File: config.mk
export PLATFORM = sky130hd
export DESIGN_NAME = xr_codec
export DESIGN_NICKNAME = d
export VERILOG_FILES = /design/src/rtl/xr_pkg.sv /design/src/rtl/xr_xor_map.sv /design/src/rtl/xr_out_stage.sv /design/src/rtl/xr_codec.sv
export SDC_FILE = /design/constraint.sdc
export NUM_CORES = 1
export LEC_CHECK = 0
export BUFFER_PORTS_ARGS = -buffer_cell sky130_fd_sc_hd__buf_2
export CAP_MARGIN = 0
export CORE_UTILIZATION = 32
export DETAILED_ROUTE_END_ITERATION = 12
export GPL_TIMING_DRIVEN = 0
export PLACE_DENSITY = 0.71
export SYNTH_ARGS = -nofsm -noshare
export SYNTH_HDL_FRONTEND = slang
export SYNTH_SLANG_ARGS = --single-unit
File: constraint.sdc
create_clock -name clk -period 0.8 [get_ports clk]
set_input_delay 0.08 -clock clk [delete_from_list [all_inputs] [get_ports clk]]
set_output_delay 0.08 -clock clk [all_outputs]
set_load 0.02 [all_outputs]
File: src/rtl/xr_pkg.sv
package xr_pkg;
  localparam int XR_DATA_W = 16;

  typedef enum logic {
    XR_PLAIN    = 1'b0,
    XR_SCRAMBLE = 1'b1
  } xr_mode_e;

  function automatic xr_mode_e xr_mode_of(input logic en);
    return en ? XR_SCRAMBLE : XR_PLAIN;
  endfunction
endpackage

File: src/rtl/xr_xor_map.sv
// Keyed XOR map: bit 0 is the key and is copied through, upper bits are
// XORed with it when the mode selects scrambling. Self-inverse.
module xr_xor_map #(
  parameter int W = 16
) (
  input  logic [W-1:0]     word_in,
  input  xr_pkg::xr_mode_e mode,
  output logic [W-1:0]     word_out
);
  localparam int KEY_BIT = 0;

  logic key_active;
  assign key_active = (mode == xr_pkg::XR_SCRAMBLE) & word_in[KEY_BIT];

  assign word_out[KEY_BIT] = word_in[KEY_BIT];

  for (genvar g = KEY_BIT + 1; g < W; g++) begin : g_bit
    assign word_out[g] = word_in[g] ^ key_active;
  end
endmodule

File: src/rtl/xr_out_stage.sv
// Output register: word, overflow and valid move together.
module xr_out_stage #(
  parameter int W = 16
) (
  input  logic         clk,
  input  logic         rst_n,
  input  logic [W-1:0] word_d,
  input  logic         ovf_d,
  input  logic         vld_d,
  output logic [W-1:0] word_q,
  output logic         ovf_q,
  output logic         vld_q
);
  always_ff @(posedge clk or negedge rst_n) begin
    if (!rst_n) begin
      word_q <= '0;
      ovf_q  <= 1'b0;
      vld_q  <= 1'b0;
    end else begin
      word_q <= word_d;
      ovf_q  <= ovf_d;
      vld_q  <= vld_d;
    end
  end
endmodule

File: src/rtl/xr_codec.sv
module xr_codec #(
  parameter int W = xr_pkg::XR_DATA_W
) (
  input  logic         clk,
  input  logic         rst_n,
  input  logic [W-1:0] din,
  input  logic         ovf_in,
  input  logic         in_valid,
  input  logic         rand_en,
  output logic [W-1:0] dout,
  output logic         ovf_out,
  output logic         out_valid,
  input  logic [W-1:0] dec_in,
  input  logic         dec_en,
  output logic [W-1:0] dec_out
);
  // Named internal events for the checker and for waveform reading.
  xr_pkg::xr_mode_e enc_mode;
  xr_pkg::xr_mode_e dec_mode;
  logic [W-1:0]     enc_word;

  assign enc_mode = xr_pkg::xr_mode_of(rand_en);
  assign dec_mode = xr_pkg::xr_mode_of(dec_en);

  xr_xor_map #(.W(W)) u_enc_map (
    .word_in  (din),
    .mode     (enc_mode),
    .word_out (enc_word)
  );

  xr_out_stage #(.W(W)) u_out (
    .clk    (clk),
    .rst_n  (rst_n),
    .word_d (enc_word),
    .ovf_d  (ovf_in),
    .vld_d  (in_valid),
    .word_q (dout),
    .ovf_q  (ovf_out),
    .vld_q  (out_valid)
  );

  xr_xor_map #(.W(W)) u_dec_map (
    .word_in  (dec_in),
    .mode     (dec_mode),
    .word_out (dec_out)
  );
endmodule

After elaboration in Yosys (flattened, before gate mapping)

Cells that the tools add are included.

Mux-type cells: 2
Bitwise gates (word level): 32

Operators with widths:

| cell        | number |
|---|---|
| $xor 1x1->1 | 30 |
| $and 1x1->1 | 2 |
| $mux 1      | 2 |

Flip-flop bits (word level): 18
Logic and storage cells: 37
Input bits: 38

Longest topological paths before layout

Gate-level depths: netlist of the first run.

Word-level depth: 3
Depth in mapped cells: 3

Hierarchy

From an unflattened synthesis of the first run, not the netlist that was laid out.

Cells, all modules: 54
Area total of the unflattened synthesis: 780.7 µm²

By module, submodules not included:

| module       | times used | sequential area each (µm²) | area each (µm²) | cells an instance |
|---|---|---|---|---|
| xr_out_stage | 1          | 450.4                      | 450.4           | 18 |
| xr_xor_map   | 2          | 0.0                        | 165.2           | 18 |

Least setup slack after synthesis of the first run

OpenSTA, ideal clock, no wires.

Path kind: input -> output
Start point: input port dec_en
End point: output port dec_out[13]
Setup slack: 37 ps
Path buffers: 1
Stages on the path: 3
Data arrival time: 683 ps
Required time: 720 ps
Cells stage by stage: nand2_4 -> buf_8 -> xnor2_1

Word-level cells in the longest chain between the ends: 3

Ends and longest elaborated chain:

| what               | line             | text |
|---|---|---|
| start: declaration | xr_codec.sv:14   | `input logic dec_en,` |
| $mux 1             | xr_pkg.sv:10     | `return en ? XR_SCRAMBLE : XR_PLAIN;` |
| $and 1x1->1        | xr_xor_map.sv:13 | `assign key_active = (mode == xr_pkg::XR_SCRAMBLE) & word_in[KEY_BIT];` |
| $xor 1x1->1        | xr_xor_map.sv:18 | `assign word_out[g] = word_in[g] ^ key_active;` |
| end: declaration   | xr_codec.sv:15   | `output logic [W-1:0] dec_out` |

Every way passes these cells.

Final worst setup path of the first run

Start point: register u_out.word_q[2]
End point: output port dout[2]

RTL lines:

| what                     | line               | text |
|---|---|---|
| start: declaration       | xr_out_stage.sv:10 | `output logic [W-1:0] word_q,` |
| start signal: assignment | xr_out_stage.sv:20 | `word_q <= word_d;` |
| end: declaration         | xr_codec.sv:10     | `output logic [W-1:0] dout,` |

No word-level cell between the ends.

==> results of run 1 <==
## cells in the mapped netlist
cell,number
buf_4,1
buf_8,2
dfrtp_1,18
nand2_4,2
xnor2_1,30
## placed cells by master (no fill, tap or decap)
cell	instances
buf_2	41
xnor2_1	21
dlygate4sd3_1	19
buf_6	19
dfrtp_1	18
buf_4	11
xnor2_2	9
buf_8	4
clkbuf_4	3
nand2_8	1
nand2_4	1
clkbuf_8	1
buf_16	1
## timing repair
action / in CTS / in global routing
pin swaps: 0 / 2
setup buffers: 1 / 0
gates cloned: 1 / 0
gates resized for setup: 48 / 16
endpoints found under the setup margin: 28 / 33
hold buffers: 19 / 0
hold endpoints to repair: 36 / 0
## flip-flops by register name, summed over array words and instances, names as in the netlist
name          flops
u_out.word_q     16
u_out.vld_q       1
u_out.ovf_q       1
## cells by family after synthesis
group	after synthesis	synth area share, %
buf+inv	3	4.85
flops	18	58.3
simple gates	2	2.91
xor+xnor	30	34.0
## through the flow
stage                     utilization (%)  TNS, ns  cell area, sq um  total power [mW]  cells
final                                73.8    -1.39              1660              2.56    177
after global routing                 73.8    -2.09              1660              2.69    177
after CTS                            69.9    -1.60              1580              2.52    177
after detailed placement             51.6   -0.509              1160              1.73    152
after global placement               51.6   -0.391              1160              1.72    152
after floorplan                         -        0               773              1.44     53
## power by group through the flow
| stage | logic (mW) | registers [mW] | clock network, mW |
|---|---|---|---|
| final | 0.993 | 1.03 | 0.531 |
| after global routing | 1.05 | 1.04 | 0.599 |
| after CTS | 0.933 | 1.03 | 0.553 |
| after detailed placement | 0.703 | 1.03 | 0 |
| after global placement | 0.696 | 1.03 | 0 |
| after floorplan | 0.289 | 1.15 | 0 |
## layer usage
layer | part of all wire [%] | GRT usage, % | vias up
met5 | 0 | 0 | -
met4 | 0.76 | 8.33 | 0
met3 | 12 | 4.17 | 2
met2 | 54 | 31.1 | 56
met1 | 34 | 14.3 | 326
li1 | - | - | 351
## worst paths after layout
| path | from | endpoint | slack, ns | cells after the start |
|---|---|---|---|---|
| max | u_out.word_q[2] | dout[2] | -0.09 | 1 |
| min | din[0] | u_out.word_q[5] | 0.12 | 3 |
| max in group asynchronous | rst_n | u_out.word_q[8] | 0.29 | 2 |
| min in group asynchronous | rst_n | u_out.word_q[3] | 0.24 | 2 |
## cell type report
type,instances,area (sq um),share of cell area (%)
timing repair buffer,92,742,44.6
sequential,18,450,27.1
multi-input combinational,32,362,21.7
buffer,3,37.5,2.26
clock buffer,4,36.3,2.18
tap,28,35.0,2.11
==> summary.md, run 1 <==
| Metric | Value |
|---|---|
| Outcome | `complete, but fails checks` |
| Failing checks | `negative setup slack` |
| Slowest cell on the critical path | `dfrtp_1` |
| Post-route minimum period | `0.891 ns` |
| CTS H-tree depth | `1` |
| Gr usage total | `15.8%` |
| Total CTS buffers | `3` |
| Ant diodes | `0` |
| Post-synth top area share | `58.3%` |
| Top cell type by total area after synthesis | `dfrtp_1` |
| Max-slew headroom | `74.7%` |
| DP Worst Slack | `-0.0729 ns` |
| Max-Cap Viols | `0` |
| Site Rows | `17` |
| Largest net degree at the start of global routing | `19` |
| Nets@finish | `188` |
| Fraction of layout cells with a size suffix above 1 | `61.1%` |
| Initial Util | `34.3%` |
| Leakage | `0.822 nW` |
| Worst-case clock buffer depth | `2` |
| Buf/Inv on CP | `1` |
| Clock power share | `20.8%` |
| Synthesized area per cell | `14.6 sq um` |
| Distinct cells, synth | `5` |
| Post-route worst setup slack | `-0.0906 ns` |
| RSZ-0062 raised after global routing | `yes` |
| Largest fanout on the critical path | `1` |
| Fill cell count | `165` |
| # DRC | `0` |
| Vias | `735` |
| Worst ir drop on vdd | `0.947 mV` |
| Syn Nets | `91` |
| CTS root buf | `clkbuf_4` |
| P_int | `1.81 mW` |
| NetSw | `0.748 mW` |
| Vias in the first global route | `744` |
| Drt first pass iters | `2` |
| Yosys warns | `0` |
| Die ar. | `2620 sq um` |
| Setup CP Type | `reg -> out` |
| CTS tree | `done` |
| Critical path arrival | `0.81 ns` |
| Ports | `72` |
| # setup viols final | `18` |
| Max Fclk | `1.12 GHz` |
| Routability cong. | `0.769` |
| Worst-path clk slew | `0.10 ns` |
| Final worst-path cycle share | `111%` |
| Crit path launch type | `flip-flop` |
| Worst Max-Slew Pin Slew | `0.380 ns` |
| Flop and latch count out of synthesis | `18` |
| PwrDens | `1540 nW/um^2` |
| Synth Instances | `53` |
| Crit end category | `primary output` |
| Die X | `51.2 microns` |
| Max-slew violations | `0` |
| Initial antenna violation count | `0` |
| Sequential share of the synthesized area | `58.3%` |
| Required @ worst endpoint | `0.72 ns` |
| Port-buffer cells | `71` |
| Antenna viol nets, final | `0` |
| CP peak stage delay | `0.40 ns` |
| Core box area | `2250 sq um` |
| Critical path's top delay family | `flip-flops` |
| Final hold slack | `0.119 ns` |
| Tightest Hold Check Type | `in -> reg` |
| Routed wire per std cell | `11.1 microns` |
| Sequential share of power | `40.4%` |
| Chip Height | `51.2 microns` |
| Syn Std Cell Area | `773 sq um` |
| Switching share of power | `29.2%` |
| Top area cells in the synthesized netlist | `dfrtp_1 58%, xnor2_1 34%, buf_8 3.9%` |
| Combinational Power Share | `38.8%` |
| Iter 0 DRT Violations | `1` |
| P&R area growth vs syn | `115%` |
| Final hold viol count | `0` |
| Clock sink count | `18` |
| Post-Route WL | `1970 microns` |
| Global-route wire length before repair | `3000 microns` |
| GRT overflow | `0` |
| Routed vias/inst | `4.15` |
| Critical path, cell by cell | `buf_6` |
Note: power is estimated with default switching activity, not from simulation.
==> inputs of run 2 (changes only) <==
SYNTH_HIERARCHICAL = 1   (was default)
==> run 2 against run 1 <==
The flow still finishes with violations (negative setup slack). Clock power shrank 24%. Sequential power barely moved. Die area increased by 0.94%. Setup slack about the same. Critical path type unchanged. Largest cell class unchanged. Largest power group unchanged.
==> summary.md, run 2 <==
| Metric | Value |
|---|---|
| Combinational Power Share | `40.7% (+1.9 points)` |
| Worst Max-Slew Pin Slew | `0.372 ns (-0.00779 ns)` |
| Initial Util | `34.6% (+0.33 points)` |
| Global-route wire length before repair | `3170 microns (+5.8%)` |
| Asr flop ratio synth | `100% (unchanged)` |
| Leading cell types in the layout, fill and taps excluded | `41 x buf_2, 25 x xnor2_1, 21 x buf_6` |
| Routed vias/inst | `4.12 (-0.80%)` |
| Site Rows | `17 (unchanged)` |
| Routed wire per std cell | `12.1 microns (+9.1%)` |
| Worst-case clock buffer depth | `2 (unchanged)` |
| Core box area | `2250 sq um (unchanged)` |
| Worst-path clk slew | `0.09 ns (about the same)` |
| Drt first pass iters | `2 (unchanged)` |
| CTS tree | `done` |
| Max-Cap Viols | `0 (unchanged)` |
| P_int | `1.71 mW (-5.8%)` |
| Syn Nets | `92 (+1.1%)` |
| Synthesized area per cell | `14.5 sq um (-0.90%)` |
| Die X | `51.4 microns (+0.47%)` |
| Leakage | `0.795 nW (-3.4%)` |
| Outcome | `complete, but fails checks` |
| Syn Std Cell Area | `781 sq um (+0.97%)` |
| Prevailing post-synth register cell | `dfrtp_1` |
| Max reg flops | `16 (unchanged)` |
| # DRC | `0 (unchanged)` |
| Post-synth EDFFs | `0 (unchanged)` |
| Top area cells in the synthesized netlist | `dfrtp_1 58%, xnor2_1 34%, buf_8 3.8%` |
| GRT overflow | `0 (unchanged)` |
| Routability cong. | `0.673 (-13%)` |
| # setup viols final | `18 (unchanged)` |
| Final hold viol count | `0 (unchanged)` |
| Antenna viol nets, final | `0 (unchanged)` |
| Distinct cells, synth | `5 (unchanged)` |
| Biggest register | `u_out/word_q` |
| Setup CP Type | `reg -> out` |
| Crit path launch type | `flip-flop` |
| Critical path, cell by cell | `buf_6` |
| PwrDens | `1490 nW/um^2 (-3.1%)` |
| Synth Instances | `54 (+1.9%)` |
| Fraction of layout cells with a size suffix above 1 | `58.8% (-2.3 points)` |
| Top cell type by total area after synthesis | `dfrtp_1` |
| Worst hold path stage count | `2 (-1)` |
| Critical path arrival | `0.81 ns (about the same)` |
| Initial antenna violation count | `0 (unchanged)` |
| Clock power share | `16.7% (-4.1 points)` |
| Gr usage total | `17.0% (+1.2 points)` |
| Worst ir drop on vdd | `0.938 mV (-0.97%)` |
| Final hold slack | `0.0451 ns (-0.0742 ns)` |
| Port-buffer cells | `71 (unchanged)` |
| Failing checks | `negative setup slack` |
| Crit end category | `primary output` |
| Iter 0 DRT Violations | `6 (+5)` |
| DP Worst Slack | `-0.0620 ns (+0.0109 ns)` |
| Count leader, synth | `xnor2_1` |
| Required @ worst endpoint | `0.72 ns (about the same)` |
| Post-route minimum period | `0.890 ns (-0.000414 ns)` |
| RSZ-0062 raised after global routing | `yes` |
| Max-slew headroom | `75.2% (+0.52 points)` |
| Switching share of power | `29.9% (+0.68 points)` |
| Largest fanout on the critical path | `1 (unchanged)` |
| Sum of negative setup slack | `-1.31 ns (+0.0866 ns)` |
| Nets@finish | `188 (unchanged)` |
| Max-slew violations | `0 (unchanged)` |
| Post-Route WL | `2130 microns (+8.4%)` |
| CTS root buf | `clkbuf_4` |
| Vias | `725 (-1.4%)` |
| Tightest Hold Check Type | `in -> reg` |
| Ports | `72 (unchanged)` |
| Fill cell count | `163 (-1.2%)` |
| Placed insts | `153 (+0.66%)` |
| Critical path's top delay family | `flip-flops` |
| NetSw | `0.728 mW (-2.7%)` |
| Clock sink count | `18 (unchanged)` |
| Yosys warns | `6 (+6)` |
| Layout Cells excl Fill | `176 (-0.56%)` |
| Slowest cell on the critical path | `dfrtp_1` |
| Post-synth top area share | `57.7% (-0.56 points)` |
| Dpl cell area | `1170 sq um (+0.64%)` |
| Buf/Inv on CP | `1 (unchanged)` |
| Biggest regs | `u_out/word_q x16, u_out/ovf_q x1, u_out/vld_q x1` |
| Chip Height | `51.4 microns (+0.47%)` |
| P&R area growth vs syn | `109%` |
| Final worst-path cycle share | `111% (about the same)` |
| Commonest non-fill, non-tap cell in the layout | `buf_2` |
| Total CTS buffers | `3 (unchanged)` |
| Hold Path Origin | `din[0]` |
| Post-route worst setup slack | `-0.0902 ns (+0.000414 ns)` |
| Commonest cells in the netlist | `30 x xnor2_1, 18 x dfrtp_1, 2 x buf_4, 2 x buf_8, 2 x nand2_4` |
| Flop and latch count out of synthesis | `18 (unchanged)` |
| CTS H-tree depth | `1 (unchanged)` |
| Sequential share of power | `42.6% (+2.2 points)` |
| CP peak stage delay | `0.40 ns (about the same)` |
| WHS Endpoint | `u_out/word_q[0]` |
| Vias in the first global route | `706 (-5.1%)` |
| Ant diodes | `0 (unchanged)` |
| Largest net degree at the start of global routing | `19 (unchanged)` |
| Max Fclk | `1.12 GHz (about the same)` |
| Final instance area | `1630 sq um (-1.8%)` |
| Die ar. | `2640 sq um (+0.94%)` |
| Sequential share of the synthesized area | `57.7% (-0.56 points)` |
run 2: per-stage QoR:
step,utilization [%],power [mW]
finish,72.4,2.43
global route,72.4,2.56
CTS,68.8,2.39
detailed placement,51.9,1.74
global placement,51.9,1.73
floorplan,-,1.44
run 2: per-layer routing:
metal,vias up,GRT usage (%),wire (microns)
li1,348,-,-
met4,0,9.46,38
met5,-,0,0
met3,4,1.19,143
met1,327,16.0,686
met2,46,34.8,1260
run 2: worst max-delay path by stage:
stage	from	slack (ns)	cells past startpoint	endpoint
after floorplan	dec_en	0.04	3	dec_out[10]
after global placement	dec_en	-0.04	5	dec_out[13]
after detailed placement	dec_in[0]	-0.06	5	dec_out[4]
after CTS	u_out/word_q[6]	-0.11	1	dout[6]
after global routing	u_out/ovf_q	-0.13	1	ovf_out
final	u_out/word_q[6]	-0.09	1	dout[6]
run 2: power groups by stage:
stage                     clock network, mW  logic [mW]  registers (mW)
after floorplan                           0       0.292            1.15
after global placement                    0       0.697            1.03
after detailed placement                  0       0.704            1.04
after CTS                             0.436       0.920            1.04
after global routing                  0.467        1.05            1.04
final                                 0.406       0.990            1.04
run 2: kinds of logic (layout without fill, tap and decap cells):
group / count (synthesis) / after routing / synth area share (%)
DFF: 18 / 18 / 57.7
and+or+nand+nor: 2 / 2 / 2.88
xor gates and xnor gates: 30 / 30 / 33.7
buffers and inverters: 4 / 98 / 5.77
run 2: cell type report:
type	instances	area [sq um]	area share (%)
tap	28	35.0	2.15
clock buffer	3	22.5	1.38
timing repair buffer	91	737	45.1
sequential	18	450	27.6
buffer	4	45.0	2.76
multi-input combinational	32	343	21.0
run 2: what timing repair did:
| action | 4_1_cts | 5_1_grt |
|---|---|---|
| gates resized for setup | 45 | 15 |
| hold buffers | 18 | 0 |
| buffers inserted | 1 | 0 |
| pin swaps | 1 | 2 |
| endpoints found under the setup margin | 28 | 33 |
| gates cloned | 1 | 0 |
| endpoints found under the hold margin | 35 | 0 |
==> inputs of run 3 (changes only) <==
CORE_MARGIN = 2   (was default)
==> run 3 against run 2 <==
The run still ends with negative setup slack left. Global-route usage fell by 2.0 points. Utilization rose by 0.67 points. Combinational power barely moved. Die area rose by 7.9%. Total power rose by 4.4%. Hold slack got worse by 0.011 ns. Sequential share of layout area fell by 0.25 points. Critical path type unchanged. Largest power group unchanged.
==> summary.md, run 3 (same netlist as run 2, synthesis figures left out) <==
| Metric | Value |
|---|---|
| Outcome | `complete, but fails checks` |
| Failing checks | `negative setup slack` |
| Vias | `709 (-2.2%)` |
| Leakage | `0.815 nW (+2.5%)` |
| # setup viols final | `18 (unchanged)` |
| Sequential share of power | `40.9% (-1.7 points)` |
| RSZ-0062 raised after global routing | `yes` |
| Clock power share | `20.3% (+3.6 points)` |
| Global route hottest layer | `met2` |
| HPWL Detailed | `1460 microns` |
| Post-Route WL | `2060 microns (-3.2%)` |
| Gr usage total | `15.0% (-2.0 points)` |
| Largest fanout on the critical path | `1 (unchanged)` |
| Critical path's top delay family | `flip-flops` |
| Max-Cap Viols | `0 (unchanged)` |
| Total CTS buffers | `3 (unchanged)` |
| Ant diodes | `0 (unchanged)` |
| Crit end category | `primary output` |
| Die ar. | `2850 sq um (+7.9%)` |
| Fraction of layout cells with a size suffix above 1 | `61.1% (+2.3 points)` |
| Total power | `2.54 mW (+4.4%)` |
| Iter 0 DRT Violations | `1 (-5)` |
| Final instance area | `1650 sq um (+0.92%)` |
| Antenna viol nets, final | `0 (unchanged)` |
| Drt first pass iters | `2 (unchanged)` |
| Final worst-path cycle share | `115% (+3.3 points)` |
| Commonest non-fill, non-tap cell in the layout | `buf_2` |
| Fill cell count | `157 (-3.7%)` |
| NetSw | `0.736 mW (+1.1%)` |
| Max reg flops | `16 (unchanged)` |
| Tightest Hold Check Type | `in -> reg` |
| CTS H-tree depth | `1 (unchanged)` |
| Slowest cell on the critical path | `dfrtp_1` |
| Largest net degree at the start of global routing | `19 (unchanged)` |
| Worst ir drop on vdd | `0.883 mV (-5.8%)` |
| Critical path, cell by cell | `buf_6` |
| PwrDens | `1540 nW/um^2 (+3.5%)` |
| Worst-case clock buffer depth | `2 (unchanged)` |
| Ports | `72 (unchanged)` |
| Worst Max-Slew Pin Slew | `0.373 ns (+0.000578 ns)` |
| Required @ worst endpoint | `0.72 ns (about the same)` |
| Final hold viol count | `0 (unchanged)` |
| Max-slew violations | `0 (unchanged)` |
| CP peak stage delay | `0.41 ns (about the same)` |
| Core box area | `2250 sq um (unchanged)` |
| Initial Util | `34.6% (unchanged)` |
| Port-buffer cells | `71 (unchanged)` |
| P_int | `1.81 mW (+5.9%)` |
| Worst-path clk slew | `0.10 ns (about the same)` |
| Combinational Power Share | `38.9% (-1.8 points)` |
| Routability cong. | `0.674 (+0.19%)` |
| # DRC | `0 (unchanged)` |
| Critical path endpoint | `dout[4]` |
| Routing usage on met1 | `13.2% (-2.8 points)` |
| Max-slew headroom | `75.2% (about the same)` |
| Routed vias/inst | `4.01 (-2.8%)` |
| GRT overflow | `0 (unchanged)` |
| Dpl cell area | `1170 sq um (unchanged)` |
| Global-route wire length before repair | `3020 microns (-4.8%)` |
| Biggest regs | `u_out/word_q x16, u_out/ovf_q x1, u_out/vld_q x1` |
| Nets@finish | `188 (unchanged)` |
| Biggest register | `u_out/word_q` |
| DP Worst Slack | `-0.0837 ns (-0.0217 ns)` |
| Die X | `53.4 microns (+3.9%)` |
| Post-route minimum period | `0.917 ns (+0.0265 ns)` |
| Vias in the first global route | `719 (+1.8%)` |
| Crit path from | `u_out/word_q[4]` |
| Setup CP Type | `reg -> out` |
| Crit path launch type | `flip-flop` |
| CP Depth | `1 (unchanged)` |
| Initial antenna violation count | `0 (unchanged)` |
| Site Rows | `17 (unchanged)` |
| Multi-input logic area | `354 sq um (+3.3%)` |
| Leading cell types in the layout, fill and taps excluded | `40 x buf_2, 22 x xnor2_1, 21 x buf_6` |
| Switching share of power | `28.9% (-0.97 points)` |
| Post-route worst setup slack | `-0.117 ns (-0.0265 ns)` |
| CTS tree | `done` |
| P&R area growth vs syn | `111%` |
| Max Fclk | `1.09 GHz (-2.9%)` |
| GR Util met2 | `31.9% (-3.0 points)` |
| Clock sink count | `18 (unchanged)` |
| Routed wire per std cell | `11.7 microns (-3.7%)` |
| Register area | `450 sq um (unchanged)` |
| Met3 usage | `1.98% (+0.79 points)` |
| Critical path arrival | `0.84 ns (+0.03 ns)` |
| CTS root buf | `clkbuf_4` |
| Chip Height | `53.4 microns (+3.9%)` |
| Buf/Inv on CP | `1 (unchanged)` |
==> run 3: final cells by class <==
class / instances / area share (%)
tap: 28 / 2.13
sequential: 18 / 27.3
multi-input combinational: 32 / 21.5
timing repair buffer: 91 / 44.1
buffer: 4 / 2.73
clock buffer: 4 / 2.20
==> run 3: power groups by stage <==
stage	Sequential (mW)	Combinational [mW]	Clock, mW
after global placement	1.03	0.701	0
after detailed placement	1.03	0.712	0
after floorplan	1.15	0.292	0
final	1.04	0.988	0.516
after global routing	1.04	1.05	0.582
after CTS	1.04	0.956	0.536
==> run 3: per-layer routing <==
metal / routed length [microns] / vias up / part of all wire, %
met5: 0 / - / 0
met4: 22 / 0 / 1.1
met3: 218 / 2 / 11
met2: 1180 / 50 / 57
met1: 646 / 308 / 31
li1: - / 349 / -
==> run 3: metrics by stage <==
step | hold slack, ns | cells | util [%] | TNS (ns)
floorplan | -0.216 | 54 | - | 0
global placement | 0.0149 | 153 | 51.9 | -0.473
detailed placement | 0.0196 | 153 | 51.9 | -0.685
CTS | 0.0233 | 177 | 71.3 | -1.48
global route | 0.0203 | 177 | 73.1 | -2.00
finish | 0.0343 | 177 | 73.1 | -1.33
==> run 3: how the worst min path moves through the flow <==
stage            from         endpoint  cells past startpoint
6_report       din[0]  u_out/word_q[0]                      2
5_1_grt        din[0]  u_out/word_q[0]                      2
4_1_cts        din[0]  u_out/word_q[0]                      2
3_5_place_dp    rst_n      u_out/ovf_q                      1
3_3_place_gp    rst_n      u_out/vld_q                      1
2_1_floorplan   rst_n      u_out/ovf_q                      0
==> run 3: what timing repair did <==
action | CTS | global route
setup buffers | 1 | 0
pin swaps | 2 | 2
gates resized for setup | 53 | 8
setup endpoints to repair | 28 | 31
hold buffers | 18 | 0
endpoints found under the hold margin | 35 | 0
gates cloned | 1 | 0
